===== src/rtl/usb_ep_evt_pkg.sv =====
package usb_ep_evt_pkg;
   localparam int unsigned REG_W        = 32;
   localparam int unsigned FLAG_W       = 7;
   localparam int unsigned OUT_SUM_BASE = 16;
   // OUT word bit positions
   localparam int unsigned OB_XFER  = 0;
   localparam int unsigned OB_DIS   = 1;
   localparam int unsigned OB_SDONE = 3;
   localparam int unsigned OB_TOKD  = 4;
   localparam int unsigned OB_B2B   = 6;
   // IN word bit positions
   localparam int unsigned IB_XFER  = 0;
   localparam int unsigned IB_DIS   = 1;
   localparam int unsigned IB_TMO   = 3;

   function automatic logic [FLAG_W-1:0] out_mask(input bit is_ctrl);
      logic [FLAG_W-1:0] m;
      m = '0;
      m[OB_XFER] = 1'b1;
      m[OB_DIS]  = 1'b1;
      if (is_ctrl) begin
         m[OB_SDONE] = 1'b1;
         m[OB_TOKD]  = 1'b1;
         m[OB_B2B]   = 1'b1;
      end
      return m;
   endfunction

   function automatic logic [FLAG_W-1:0] in_mask(input bit is_ctrl);
      logic [FLAG_W-1:0] m;
      m = '0;
      m[IB_XFER] = 1'b1;
      m[IB_DIS]  = 1'b1;
      if (is_ctrl) m[IB_TMO] = 1'b1;
      return m;
   endfunction
endpackage


===== src/rtl/usb_w1c_bank.sv =====
module usb_w1c_bank #(
   parameter int unsigned W    = 7,
   parameter logic [W-1:0] MASK = '1
) (
   input  logic         clk,
   input  logic         rst_n,
   input  logic [W-1:0] set_i,
   input  logic [W-1:0] clr_i,
   output logic [W-1:0] q_o
);
   for (genvar b = 0; b < W; b++) begin : g_bit
      if (MASK[b]) begin : g_flop
         logic q;
         always_ff @(posedge clk) begin
            if (!rst_n) q <= 1'b0;
            else        q <= (q & ~clr_i[b]) | set_i[b];
         end
         assign q_o[b] = q;

         a_r2_set_visible: assert property (@(posedge clk) disable iff (!rst_n)
            set_i[b] |=> q_o[b]);
         a_r3_clear_takes: assert property (@(posedge clk) disable iff (!rst_n)
            (clr_i[b] && !set_i[b]) |=> !q_o[b]);
         a_r3_hold_idle: assert property (@(posedge clk) disable iff (!rst_n)
            (!clr_i[b] && !set_i[b]) |=> $stable(q_o[b]));
         a_r4_set_wins: assert property (@(posedge clk) disable iff (!rst_n)
            (clr_i[b] && set_i[b]) |=> q_o[b]);
      end else begin : g_none
         assign q_o[b] = 1'b0;
      end
   end
endmodule


===== src/rtl/usb_setup_run.sv =====
module usb_setup_run #(
   parameter int unsigned LIMIT = 3
) (
   input  logic clk,
   input  logic rst_n,
   input  logic setup_i,
   input  logic tok_i,
   output logic done_o,
   output logic b2b_o
);
   localparam int unsigned SAT   = LIMIT + 1;
   localparam int unsigned CNT_W = $clog2(SAT + 1);

   if (LIMIT < 1) begin : g_bad_limit
      $error("usb_setup_run: LIMIT must be at least 1");
   end

   logic [CNT_W-1:0] cnt;
   logic             pend;
   logic             end_run;

   assign end_run = tok_i & ~setup_i;
   assign done_o  = end_run & pend;
   assign b2b_o   = setup_i & (cnt == CNT_W'(LIMIT));

   always_ff @(posedge clk) begin
      if (!rst_n) begin
         cnt  <= '0;
         pend <= 1'b0;
      end else if (setup_i) begin
         pend <= 1'b1;
         if (cnt != CNT_W'(SAT)) cnt <= cnt + 1'b1;
      end else if (tok_i) begin
         pend <= 1'b0;
         cnt  <= '0;
      end
   end

   a_r7_cnt_bounded: assert property (@(posedge clk) disable iff (!rst_n)
      cnt <= CNT_W'(SAT));
   a_r7_tok_restarts: assert property (@(posedge clk) disable iff (!rst_n)
      end_run |=> (cnt == '0) && !pend);
   a_r6_done_after_setup: assert property (@(posedge clk) disable iff (!rst_n)
      done_o |-> $past(pend) || $past(setup_i));
endmodule


===== src/rtl/usb_out_ep.sv =====
module usb_out_ep
   import usb_ep_evt_pkg::*;
#(
   parameter bit          IS_CTRL   = 1'b0,
   parameter int unsigned B2B_LIMIT = 3
) (
   input  logic             clk,
   input  logic             rst_n,
   input  logic             xfer_i,
   input  logic             dis_i,
   input  logic             setup_i,
   input  logic             out_tok_i,
   input  logic             in_tok_i,
   input  logic             ep_en_i,
   input  logic             clr_sel_i,
   input  logic [REG_W-1:0] wdata_i,
   output logic [REG_W-1:0] word_o
);
   localparam logic [FLAG_W-1:0] MASK = out_mask(IS_CTRL);

   logic [FLAG_W-1:0] set_v, clr_v, flags;
   logic              sdone, b2b, tokd;

   if (IS_CTRL) begin : g_ctrl
      usb_setup_run #(.LIMIT(B2B_LIMIT)) i_run (
         .clk    (clk),
         .rst_n  (rst_n),
         .setup_i(setup_i),
         .tok_i  (out_tok_i | in_tok_i),
         .done_o (sdone),
         .b2b_o  (b2b)
      );
      assign tokd = out_tok_i & ~ep_en_i;
   end else begin : g_plain
      assign sdone = 1'b0;
      assign b2b   = 1'b0;
      assign tokd  = 1'b0;
   end

   always_comb begin
      set_v           = '0;
      set_v[OB_XFER]  = xfer_i;
      set_v[OB_DIS]   = dis_i;
      set_v[OB_SDONE] = sdone;
      set_v[OB_TOKD]  = tokd;
      set_v[OB_B2B]   = b2b;
      clr_v           = clr_sel_i ? wdata_i[FLAG_W-1:0] : '0;
   end

   usb_w1c_bank #(.W(FLAG_W), .MASK(MASK)) i_bank (
      .clk  (clk),
      .rst_n(rst_n),
      .set_i(set_v),
      .clr_i(clr_v),
      .q_o  (flags)
   );

   assign word_o = {{(REG_W-FLAG_W){1'b0}}, flags};

   a_r8_tokd_cause: assert property (@(posedge clk) disable iff (!rst_n)
      $rose(word_o[OB_TOKD]) |-> $past(out_tok_i) && !$past(ep_en_i));
   a_r6_sdone_cause: assert property (@(posedge clk) disable iff (!rst_n)
      $rose(word_o[OB_SDONE]) |-> $past(out_tok_i || in_tok_i) && !$past(setup_i));
   a_r7_b2b_cause: assert property (@(posedge clk) disable iff (!rst_n)
      $rose(word_o[OB_B2B]) |-> $past(setup_i));
endmodule


===== src/rtl/usb_in_ep.sv =====
module usb_in_ep
   import usb_ep_evt_pkg::*;
#(
   parameter bit IS_CTRL = 1'b0
) (
   input  logic             clk,
   input  logic             rst_n,
   input  logic             xfer_i,
   input  logic             dis_i,
   input  logic             tmo_i,
   input  logic             clr_sel_i,
   input  logic [REG_W-1:0] wdata_i,
   output logic [REG_W-1:0] word_o
);
   localparam logic [FLAG_W-1:0] MASK = in_mask(IS_CTRL);

   logic [FLAG_W-1:0] set_v, clr_v, flags;

   always_comb begin
      set_v          = '0;
      set_v[IB_XFER] = xfer_i;
      set_v[IB_DIS]  = dis_i;
      set_v[IB_TMO]  = tmo_i;
      clr_v          = clr_sel_i ? wdata_i[FLAG_W-1:0] : '0;
   end

   usb_w1c_bank #(.W(FLAG_W), .MASK(MASK)) i_bank (
      .clk  (clk),
      .rst_n(rst_n),
      .set_i(set_v),
      .clr_i(clr_v),
      .q_o  (flags)
   );

   assign word_o = {{(REG_W-FLAG_W){1'b0}}, flags};

   a_r9_tmo_cause: assert property (@(posedge clk) disable iff (!rst_n)
      $rose(word_o[IB_TMO]) |-> $past(tmo_i));
endmodule


===== src/rtl/usb_ep_evt_agg.sv =====
module usb_ep_evt_agg
   import usb_ep_evt_pkg::*;
#(
   parameter int unsigned    NUM_EP       = 8,
   parameter int unsigned    ADDR_W       = 5,
   parameter int unsigned    B2B_LIMIT    = 3,
   parameter logic [NUM_EP-1:0] CTRL_EP_MASK = NUM_EP'(1)
) (
   input  logic              clk,
   input  logic              rst_n,
   input  logic [NUM_EP-1:0] out_xfer_i,
   input  logic [NUM_EP-1:0] out_dis_i,
   input  logic [NUM_EP-1:0] out_setup_i,
   input  logic [NUM_EP-1:0] out_tok_i,
   input  logic [NUM_EP-1:0] in_tok_i,
   input  logic [NUM_EP-1:0] out_ep_en_i,
   input  logic [NUM_EP-1:0] in_xfer_i,
   input  logic [NUM_EP-1:0] in_dis_i,
   input  logic [NUM_EP-1:0] in_tmo_i,
   input  logic              reg_wr_i,
   input  logic [ADDR_W-1:0] reg_addr_i,
   input  logic [REG_W-1:0]  reg_wdata_i,
   output logic [REG_W-1:0]  reg_rdata_o,
   output logic              irq_out_ep_o,
   output logic              irq_in_ep_o
);
   localparam int unsigned IN_BASE  = NUM_EP;
   localparam int unsigned SUM_ADDR = 2 * NUM_EP;

   if (NUM_EP < 1 || NUM_EP > OUT_SUM_BASE) begin : g_bad_ep
      $error("usb_ep_evt_agg: NUM_EP must be 1..16");
   end
   if ((SUM_ADDR + 1) > (1 << ADDR_W)) begin : g_bad_addr
      $error("usb_ep_evt_agg: ADDR_W too narrow for the map");
   end

   logic [REG_W-1:0]  out_word [NUM_EP];
   logic [REG_W-1:0]  in_word  [NUM_EP];
   logic [REG_W-1:0]  sum_word;
   logic [NUM_EP-1:0] out_any, in_any;

   for (genvar e = 0; e < NUM_EP; e++) begin : g_ep
      logic out_sel, in_sel;
      assign out_sel = reg_wr_i && (reg_addr_i == ADDR_W'(e));
      assign in_sel  = reg_wr_i && (reg_addr_i == ADDR_W'(IN_BASE + e));

      usb_out_ep #(.IS_CTRL(CTRL_EP_MASK[e]), .B2B_LIMIT(B2B_LIMIT)) i_out (
         .clk      (clk),
         .rst_n    (rst_n),
         .xfer_i   (out_xfer_i[e]),
         .dis_i    (out_dis_i[e]),
         .setup_i  (out_setup_i[e]),
         .out_tok_i(out_tok_i[e]),
         .in_tok_i (in_tok_i[e]),
         .ep_en_i  (out_ep_en_i[e]),
         .clr_sel_i(out_sel),
         .wdata_i  (reg_wdata_i),
         .word_o   (out_word[e])
      );

      usb_in_ep #(.IS_CTRL(CTRL_EP_MASK[e])) i_in (
         .clk      (clk),
         .rst_n    (rst_n),
         .xfer_i   (in_xfer_i[e]),
         .dis_i    (in_dis_i[e]),
         .tmo_i    (in_tmo_i[e]),
         .clr_sel_i(in_sel),
         .wdata_i  (reg_wdata_i),
         .word_o   (in_word[e])
      );

      assign out_any[e] = |out_word[e];
      assign in_any[e]  = |in_word[e];
   end

   always_comb begin
      sum_word = '0;
      for (int e = 0; e < NUM_EP; e++) begin
         sum_word[e]                = in_any[e];
         sum_word[OUT_SUM_BASE + e] = out_any[e];
      end
   end

   assign irq_out_ep_o = |out_any;
   assign irq_in_ep_o  = |in_any;

   always_comb begin
      reg_rdata_o = '0;
      for (int e = 0; e < NUM_EP; e++) begin
         if (reg_addr_i == ADDR_W'(e))           reg_rdata_o = out_word[e];
         if (reg_addr_i == ADDR_W'(IN_BASE + e)) reg_rdata_o = in_word[e];
      end
      if (reg_addr_i == ADDR_W'(SUM_ADDR)) reg_rdata_o = sum_word;
   end

   logic any_evt;
   assign any_evt = |{out_xfer_i, out_dis_i, out_setup_i, out_tok_i, in_tok_i,
                      in_xfer_i, in_dis_i, in_tmo_i};

   a_r10_sum_write_ignored: assert property (@(posedge clk) disable iff (!rst_n)
      (reg_wr_i && reg_addr_i >= ADDR_W'(SUM_ADDR) && !any_evt) |=> $stable(sum_word));
   a_r5_irq_drops: assert property (@(posedge clk) disable iff (!rst_n)
      $fell(irq_out_ep_o) |-> $past(reg_wr_i));
   a_r1_quiet_after_reset: assert property (@(posedge clk)
      !rst_n |=> !irq_out_ep_o && !irq_in_ep_o);
endmodule


===== config.mk =====
export PLATFORM = sky130hd
export DESIGN_NAME = usb_ep_evt_agg
export DESIGN_NICKNAME = d
export VERILOG_FILES = /design/src/rtl/usb_ep_evt_pkg.sv /design/src/rtl/usb_w1c_bank.sv /design/src/rtl/usb_setup_run.sv /design/src/rtl/usb_out_ep.sv /design/src/rtl/usb_in_ep.sv /design/src/rtl/usb_ep_evt_agg.sv
export SDC_FILE = /design/constraint.sdc
export NUM_CORES = 1
export LEC_CHECK = 0
export BUFFER_PORTS_ARGS = -buffer_cell sky130_fd_sc_hd__buf_2
export CAP_MARGIN = 20
export CORE_MARGIN = 5
export CORE_UTILIZATION = 45
export DETAILED_ROUTE_END_ITERATION = 10
export GPL_TIMING_DRIVEN = 0
export HOLD_SLACK_MARGIN = 0.02
export PLACE_DENSITY = 0.93
export SETUP_SLACK_MARGIN = 0.1
export SLEW_MARGIN = 20
export SYNTH_ARGS = -nofsm -noshare
export SYNTH_HDL_FRONTEND = slang
export SYNTH_SLANG_ARGS = --single-unit

===== constraint.sdc =====
create_clock -name clk -period 3.93 [get_ports clk]
set_clock_uncertainty 0.1 [all_clocks]
set_input_delay 0.393 -clock clk [delete_from_list [all_inputs] [get_ports clk]]
set_output_delay 0.393 -clock clk [all_outputs]
set_load 0.01 [all_outputs]

# Word level (Yosys, flattened, before mapping)
# Cells that the tools add are included.
[classes] bitwise=115 addsub=1 eq_ne=19 reduce_logical=37 muxes=38
[ops] cell="2-to-1 mux 32 bit" n=16
[ops] cell="AND 1 bit" n=40
[ops] cell="equality test 5 x 4 -> 1 bit (second input constant)" n=8
[ops] cell="inverter 1 bit" n=38
[ops] cell="bitwise OR 1 bit" n=37
[ops] cell="2-to-1 mux 2 bit" n=14
[ops] cell="OR reduction 2 bit" n=14
[ops] cell="equality test 5 x 3 -> 1 bit (second input constant)" n=4
[ops] cell="OR reduction 19 bit" n=1
[ops] cell="OR reduction 17 bit" n=1
[ops] cell="logical AND 1 bit" n=16
[ops] cell="2-to-1 mux 7 bit" n=2
[ops] cell="equality test 5 x 2 -> 1 bit (second input constant)" n=2
[ops] cell="2-to-1 mux 3 bit" n=3
[ops] cell="equality test 5 x 1 -> 1 bit (second input constant)" n=1
[ops] cell="equality test 5 bit (second input constant)" n=1
[ops] cell="zero test 5 bit" n=1
[ops] cell="OR reduction 5 bit" n=1
[ops] cell="2-to-1 mux 4 bit" n=1
[ops] cell="adder 3 x 1 -> 3 bit (second input constant)" n=1
[ops] cell="equality test 3 x 2 -> 1 bit (second input constant)" n=1
[ops] cell="!= test 3 bit (second input constant)" n=1
[ops] cell="OR reduction 3 bit" n=1
[ops] cell="2-to-1 mux 1 bit" n=2
[ops] cell="3 further kinds" n=3
[totals] word_cells=248 regBits=40 inputBits=112

# Logic depth before layout (Yosys ltp)
# Gate-level depths: netlist of run 1.
[depth] depth_word=18 mapped_depth=7 ltp_nobuf=7

# By module
# A second synthesis of run 1 with hierarchy kept.
[hier_totals] hier_cells=1794 area_unflattened_um2=12578.3
[modules_own_cells] mod="usb_ep_evt_agg" area_per_inst_um2=6164.7 n_inst=1 cells_each=1000
[modules_own_cells] mod="usb_w1c_bank at g_ep[1].i_in.i_bank ..." area_per_inst_um2=138.9 n_inst=14 cells_each=14
[modules_own_cells] mod="usb_in_ep" area_per_inst_um2=235.2 n_inst=8 cells_each=33
[modules_own_cells] mod="usb_out_ep at g_ep[1].i_out ..." area_per_inst_um2=235.2 n_inst=7 cells_each=33
[modules_own_cells] mod="usb_w1c_bank at g_ep[0].i_out.i_bank" area_per_inst_um2=262.8 n_inst=1 cells_each=23
[modules_own_cells] mod="usb_setup_run" area_per_inst_um2=250.2 n_inst=1 cells_each=28
[modules_own_cells] mod="usb_out_ep at g_ep[0].i_out" area_per_inst_um2=247.7 n_inst=1 cells_each=35
[modules_own_cells] mod="usb_w1c_bank at g_ep[0].i_in.i_bank" area_per_inst_um2=180.2 n_inst=1 cells_each=17

# Worst setup path after synthesis of run 1
# No wires, ideal clock.
[synth_timing] path_type="input to output" startpoint="input port reg_addr_i[0]" endpoint="output port reg_rdata_o[1]" path_stages=7 path_slack_ns=1.857 path_buffers=2 t_arrival_ns=1.580 path_cell_list="buf_2 > or2_2 > buf_2 > nor2_2 > a211o_1 > o311ai_1 > a31oi_1"
[synth_via] elab_chain_len=18 elab_cells_between_ends=34 classes_between="16 x eq/ne; 17 x mux; 1 x reduce/logical"
[synth_rtl] item="start: declaration" line="usb_ep_evt_agg.sv:21" text="input logic [ADDR_W-1:0] reg_addr_i,"
[synth_rtl] item="zero test 5 bit" line="usb_ep_evt_agg.sv:90" text="if (reg_addr_i == ADDR_W'(e)) reg_rdata_o = out_word[e];"
[synth_rtl] item="2-to-1 mux 7 bit" line="usb_ep_evt_agg.sv:90"
[synth_rtl] item="2-to-1 mux 32 bit" line="usb_ep_evt_agg.sv:91" text="if (reg_addr_i == ADDR_W'(IN_BASE + e)) reg_rdata_o = in_word[e];"
[synth_rtl] item="2-to-1 mux 32 bit" line="usb_ep_evt_agg.sv:90"
[synth_rtl] item="2-to-1 mux 32 bit" line="usb_ep_evt_agg.sv:91"
[synth_rtl] item="2-to-1 mux 32 bit" line="usb_ep_evt_agg.sv:90"
[synth_rtl] item="2-to-1 mux 32 bit" line="usb_ep_evt_agg.sv:91"
[synth_rtl] item="2-to-1 mux 32 bit" line="usb_ep_evt_agg.sv:90"
[synth_rtl] item="[... 2 more ...]"
[synth_rtl] item="2-to-1 mux 32 bit" line="usb_ep_evt_agg.sv:91"
[synth_rtl] item="2-to-1 mux 32 bit" line="usb_ep_evt_agg.sv:90"
[synth_rtl] item="2-to-1 mux 32 bit" line="usb_ep_evt_agg.sv:91"
[synth_rtl] item="2-to-1 mux 32 bit" line="usb_ep_evt_agg.sv:90"
[synth_rtl] item="2-to-1 mux 32 bit" line="usb_ep_evt_agg.sv:91"
[synth_rtl] item="2-to-1 mux 32 bit" line="usb_ep_evt_agg.sv:90"
[synth_rtl] item="2-to-1 mux 32 bit" line="usb_ep_evt_agg.sv:91"
[synth_rtl] item="2-to-1 mux 32 bit *" line="usb_ep_evt_agg.sv:93" text="if (reg_addr_i == ADDR_W'(SUM_ADDR)) reg_rdata_o = sum_word;"
[synth_rtl] item="end: declaration" line="usb_ep_evt_agg.sv:23" text="output logic [REG_W-1:0] reg_rdata_o,"
# Every way passes the cells marked *; elsewhere a longest branch is shown, timed or not.

# Final worst setup path of run 1
[layout_timing] startpoint="input port reg_addr_i[1]" endpoint="output port reg_rdata_o[0]"
# The elaborated chain is that of the path after synthesis.

==> flow_summary.json, run 1 <==
{
  "grtUsageTotal_pct": 21.4,
  "crit_chain": "buf_2 > buf_2 > nor2_2 > nand3_1 > nor2_1 > a211oi_1 > nor4_1 > buf_2",
  "final_layout_size_suffix_gt1_share_pct": 25.9,
  "wl_per_cell_um": 16.8,
  "clk_latency_ps": 290,
  "fmax_mhz": 378,
  "vias": 2715,
  "die_area_um2": 7210,
  "clock_sinks": 40,
  "hold_depth": 2,
  "routed_via_density": 5.73,
  "synth_edf_count": 0,
  "min_to": "g_ep[3].i_out.i_bank.g_bit[1].g_flop.q",
  "grt_setup_unrepaired": "no",
  "fin_crit_sh_pct": 67.3,
  "final_util_pct": 56.5,
  "avgSynthCellArea_um2": 8.01,
  "hold_violations": 0,
  "yosysUniqueCellTypes": 55,
  "synthFlopType": "dfxtp_1",
  "clk_pin_slew_ps": 80,
  "clk_path_buf_depth": 2,
  "grt_pass1_vias": 2647,
  "drc_errors": 0,
  "reg2reg_depth": 7,
  "yosysWarnings": 0,
  "post_cts_buffers": 0,
  "p_int_mw": 0.685,
  "dieHeight_um": 84.9,
  "crit_path_end_kind": "output port",
  "ioPinCount": 146,
  "routabilityCongestion": 0.996,
  "required_ps": 3440,
  "slowest_stage": "nand3_1",
  "tns_ps": 0,
  "dieWidth_um": 84.9,
  "grt_pass1_wl_um": 12400,
  "p_comb_share_pct": 21.4,
  "cts_resized": 0,
  "async_flop_share_pct": 0,
  "period_needed_ps": 2640,
  "start_util_pct": 46.1,
  "crit_fanout": 10,
  "finalMaxSlewViolations": 0,
  "p_leak_nw": 1.35,
  "first_iter_violations": 403,
  "cts_tree": "yes",
  "rrSetupSlack_ps": 2590,
  "cp_common_cell": "buf_2",
  "detailed_place_hpwl_um": 6250,
  "status": "completed",
  "crit_type": "in2out",
  "critical_path_arrival_ps": 2150,
  "seq_area_frac_synth_pct": 31.7,
  "dp_slack_ps": 1440,
  "power_frac_clock_pct": 30.5,
  "setup.worst_path.start_class": "input pin",
  "cts.htree.levels": 2,
  "rows": 27,
  "dr.pass1.iters": 6,
  "antenna_found_initial": 0,
  "overflow": 0,
  "portBuffers": 65,
  "root_buffer": "clkbuf_8",
  "coreArea_um2": 5470,
  "maxCapViolations": 0,
  "slowest_delay_ps": 380,
  "fill_cells": 532,
  "ys_ff_latch": 40,
  "nNetsFinal": 517,
  "switchingPower_mw": 0.272,
  "cts_buffers": 5,
  "area_delta_synth_final_pct": 22.5,
  "ir_worst_vdd_mv": 0.198,
  "ant_nets": 0,
  "swShare_pct": 28.4,
  "reg2reg_to": "g_ep[0].i_out.g_ctrl.i_run.cnt[1]",
  "finalWirelength_um": 7940,
  "fin_ws_ps": 1290,
  "diodes": 0,
  "hp-start": "out_dis_i[3]",
  "syn_area_um2": 2520,
  "finalSetupViolations": 0,
  "sequentialPowerShare_pct": 48.1,
  "cts_hold_buffers": 0,
  "hp-class": "in2reg",
  "worst_pin_slew_ps": 523,
  "powerDensity_nw_per_um2": 310,
  "slew_headroom_pct": 65.1,
  "grt_max_degree": 12,
  "r2r_start": "g_ep[0].i_out.g_ctrl.i_run.cnt[0]",
  "syn_inst": 315
}
critical path: cells and delay by family:
kind,cells,cell delay (ps)
simple gates,4,1130
buf+inv,3,540
compound gates,1,80
sequential cells by signal (all words and copies together) (netlist names):
| register | cells |
|---|---|
| g_ep.i_out.i_bank.g_bit.g_flop.q | 19 |
| g_ep.i_in.i_bank.g_bit.g_flop.q | 17 |
| g_ep.i_out.g_ctrl.i_run.cnt | 3 |
| g_ep.i_out.g_ctrl.i_run.pend | 1 |
layer usage:
layer / up-vias / track usage (%) / wire, um
met2: 202 / 34.9 / 3610
met3: 33 / 4.66 / 896
met4: 0 / 8.92 / 306
li1: 1269 / - / -
met1: 1211 / 27.3 / 3130
met5: - / 0 / 0
cell families after synthesis:
kind of cell | Yosys count | share of synthesized area (%)
simple gates | 118 | 24.0
compound gates | 108 | 31.8
buf+inv | 41 | 9.17
flops | 40 | 31.7
mux | 4 | 1.64
fa+ha+maj | 3 | 1.49
other cells | 1 | 0.149
power groups by stage:
stage	combinational, mW	clock, mW	sequential, mW
floorplan	0.136	0	0.459
global placement	0.197	0	0.466
detailed placement	0.199	0	0.468
CTS	0.201	0.297	0.458
global route	0.223	0.318	0.462
finish	0.205	0.292	0.460
Yosys cell counts (all sizes together), types with 6 or more instances:
cell | instances | area (um^2)
nor2b | 13 | 81.3
a21oi | 6 | 30.0
nand3 | 10 | 50.1
o21a | 57 | 428
o21ai | 10 | 50.0
dfxtp | 40 | 801
nand2 | 17 | 63.8
nor3 | 6 | 30.0
nor2 | 42 | 163
buf | 26 | 175
inv | 7 | 26.3
clkbuf | 8 | 30.0
layout make-up:
cell class / instances / area, um^2 / area share, %
Buffer: 34 / 205 / 6.64
Clock buffer: 7 / 96.3 / 3.12
Inverter: 7 / 26.3 / 0.850
Multi-Input combinational cell: 249 / 1550 / 50.1
Sequential cell: 40 / 801 / 25.9
Tap cell: 72 / 90.1 / 2.91
Timing Repair Buffer: 65 / 325 / 10.5
how the worst max path moves through the flow:
stage / from / to / slack (ps) / cells after the start
2_1_floorplan: reg_addr_i[0] / reg_rdata_o[1] / 1860 / 7
3_3_place_gp: reg_addr_i[1] / reg_rdata_o[0] / 1420 / 8
3_5_place_dp: reg_addr_i[1] / reg_rdata_o[0] / 1440 / 8
4_1_cts: reg_addr_i[1] / reg_rdata_o[0] / 1430 / 8
5_1_grt: reg_addr_i[1] / reg_rdata_o[1] / 1280 / 8
6_report: reg_addr_i[1] / reg_rdata_o[0] / 1290 / 8
stage by stage:
stage          hold WS (ps)  power (mW)  area [um^2]  std cells
3_3_place_gp            393       0.663         3000        467
5_1_grt                 194        1.00         3090        474
3_5_place_dp            411       0.667         3000        467
6_report                199       0.957         3090        474
4_1_cts                 201       0.956         3090        474
2_1_floorplan           374       0.595         2580        330
placed cells by master, fill, tap and decap left out, types with 4 or more instances in the layout:
cell / instances
nor2_1: 40
nand2_1: 17
conb_1: 16
a21boi_1: 4
o31a_1: 5
o21a_1: 57
clkbuf_1: 8
buf_2: 73
dfxtp_1: 40
a21oi_1: 6
o21ai_0: 7
buf_4: 18
a31oi_1: 4
nor2b_1: 13
nor3b_1: 4
nor3_1: 6
inv_1: 6
clkbuf_8: 7
nand3_1: 10
Note: power is estimated with default switching activity, not from simulation.
==> run 2: changes to the inputs <==
Settings changed: CORE_UTILIZATION 45 to 44, PLACE_DENSITY 0.93 to 0.91.
Clock period 3.93 ns to 2.7 ns, I/O delays scaled along.
==> run 2 against run 1 <==
- worst setup slack got worse by 920 ps
- wire length fell by 0.76%
- global-route usage shrank 0.30 points
- clock power rose by 41%
- cell area is 0.12% lower
- via count decreased by 0.22%
- first-iteration DRC count is 17% lower
- combinational power up 45%
- hold slack got worse by 120 ps
- critical path type unchanged
- largest cell class unchanged
==> flow_summary.json, run 2 (synthesized netlist as in run 1, its figures left out) <==
{
  "cp_common_cell": "buf_2",
  "setup.worst_path.start_class": "input pin",
  "critical_path_arrival_ps": 1960,
  "cts_hold_buffers": 0,
  "routabilityCongestion": 0.966,
  "maxCapViolations": 0,
  "crit_type": "in2out",
  "reg2reg_depth": 7,
  "die_area_um2": 7350,
  "clk_pin_slew_ps": 80,
  "powerDensity_nw_per_um2": 447,
  "p_leak_nw": 1.35,
  "cts_tree": "yes",
  "cts.htree.levels": 2,
  "dieWidth_um": 85.7,
  "ant_nets": 0,
  "root_buffer": "clkbuf_8",
  "coreArea_um2": 5540,
  "final_layout_size_suffix_gt1_share_pct": 26.1,
  "slew_headroom_pct": 64.9,
  "cts_buffers": 5,
  "period_needed_ps": 2330,
  "clock_sinks": 40,
  "post_cts_buffers": 0,
  "hp-class": "in2reg",
  "grt_setup_unrepaired": "no",
  "path_buf_inv": 3,
  "dr.pass1.iters": 6,
  "fill_cells": 541,
  "clk_path_buf_depth": 2,
  "tns_ps": 0,
  "slowest_delay_ps": 380,
  "grt_pass1_vias": 2545,
  "grt_pass1_wl_um": 12300,
  "crit_cells": 8,
  "first_iter_violations": 335,
  "regMostFlops": "g_ep.i_out.i_bank.g_bit.g_flop.q",
  "detailed_place_hpwl_um": 6310,
  "largest_reg_flops": 19,
  "finalWirelength_um": 7880,
  "final_cell_mix": "buf_2, o21a_1, nor2_1, dfxtp_1, buf_4",
  "ioPinCount": 146,
  "nNetsFinal": 517,
  "fmax_mhz": 429,
  "wl_per_cell_um": 16.6,
  "hold_violations": 0,
  "overflow": 0,
  "ir_worst_vdd_mv": 0.288,
  "crit_fanout": 10,
  "cpLargestDelayFamily": "simple AND/OR/NAND/NOR gates",
  "finalMaxSlewViolations": 0,
  "worst_pin_slew_ps": 526,
  "portBuffers": 65,
  "drc_errors": 0,
  "fin_cells": 475,
  "antenna_found_initial": 0,
  "routed_via_density": 5.70,
  "fin_crit_sh_pct": 86.4,
  "dieHeight_um": 85.7,
  "rows": 27,
  "rrSetupSlack_ps": 1350,
  "reg_top3": "g_ep.i_out.i_bank.g_bit.g_flop.q: 19 flops, g_ep.i_in.i_bank.g_bit.g_flop.q: 17 flops, g_ep.i_out.g_ctrl.i_run.cnt: 3 flops",
  "grtUsageTotal_pct": 21.1,
  "vias": 2709,
  "hold_depth": 2,
  "slowest_stage": "nand3_1",
  "required_ps": 2330,
  "area_delta_synth_final_pct": 22.4,
  "crit_chain": "buf_2 > buf_2 > nor2_2 > nand3_1 > o21ai_0 > o221ai_1 > a31oi_1 > buf_2",
  "grt_max_degree": 13,
  "layout_commonest_cell": "buf_2",
  "diodes": 0,
  "finalSetupViolations": 0,
  "clk_latency_ps": 290,
  "post-place-cells": 467,
  "status": "completed",
  "start_util_pct": 45.6,
  "cts_resized": 0,
  "crit_path_end_kind": "output port"
}
==> run 2: cell count changes in the layout (fill, tap and decap cells not counted), sizes merged <==
| cell | change |
|---|---|
| clkbuf | -1 |
| clkinv | +2 |
==> run 2: per-stage QoR <==
stage               setup slack [ps]  util (%)  hold WS, ps  power [mW]  instance area (um^2)
finish                           366      55.7         81.3        1.38                  3090
global route                     251      55.7         78.0        1.45                  3090
CTS                              415      55.7         76.5        1.38                  3090
detailed placement               423      54.1          382       0.973                  3000
global placement                 389      54.1          379       0.967                  3000
floorplan                        873         -          294       0.866                  2580
==> run 2: report_power, final <==
part	internal, mW	switching, mW
sequential	0.630	0.0378
clock	0.204	0.209
combinational	0.139	0.159
==> run 2: final timing paths <==
kind                                                         from                                     end
worst min-delay path                                 out_dis_i[1]  g_ep[1].i_out.i_bank.g_bit[1].g_flop.q
worst max-delay path                                reg_addr_i[1]                          reg_rdata_o[1]
worst max register to register  g_ep[0].i_out.g_ctrl.i_run.cnt[0]       g_ep[0].i_out.g_ctrl.i_run.cnt[1]
worst min register to register    g_ep[0].i_out.g_ctrl.i_run.pend         g_ep[0].i_out.g_ctrl.i_run.pend
==> run 2: final cells by class <==
cell class / count / area, um^2 / share of cell area (%)
Multi-Input combinational cell: 249 / 1550 / 50.1
Sequential cell: 40 / 801 / 25.9
Timing Repair Buffer: 65 / 325 / 10.5
Buffer: 34 / 205 / 6.65
Tap cell: 72 / 90.1 / 2.92
Clock buffer: 6 / 82.6 / 2.67
Inverter: 7 / 26.3 / 0.851
Clock inverter: 2 / 10.0 / 0.324
==> run 2: metal layers <==
layer | vias up | global-route usage [%] | share of wire, %
met3 | 15 | 3.46 | 10
li1 | 1277 | - | -
met1 | 1237 | 26.8 | 40
met2 | 180 | 35.5 | 48
met4 | 0 | 8.49 | 2.4
met5 | - | 0 | 0
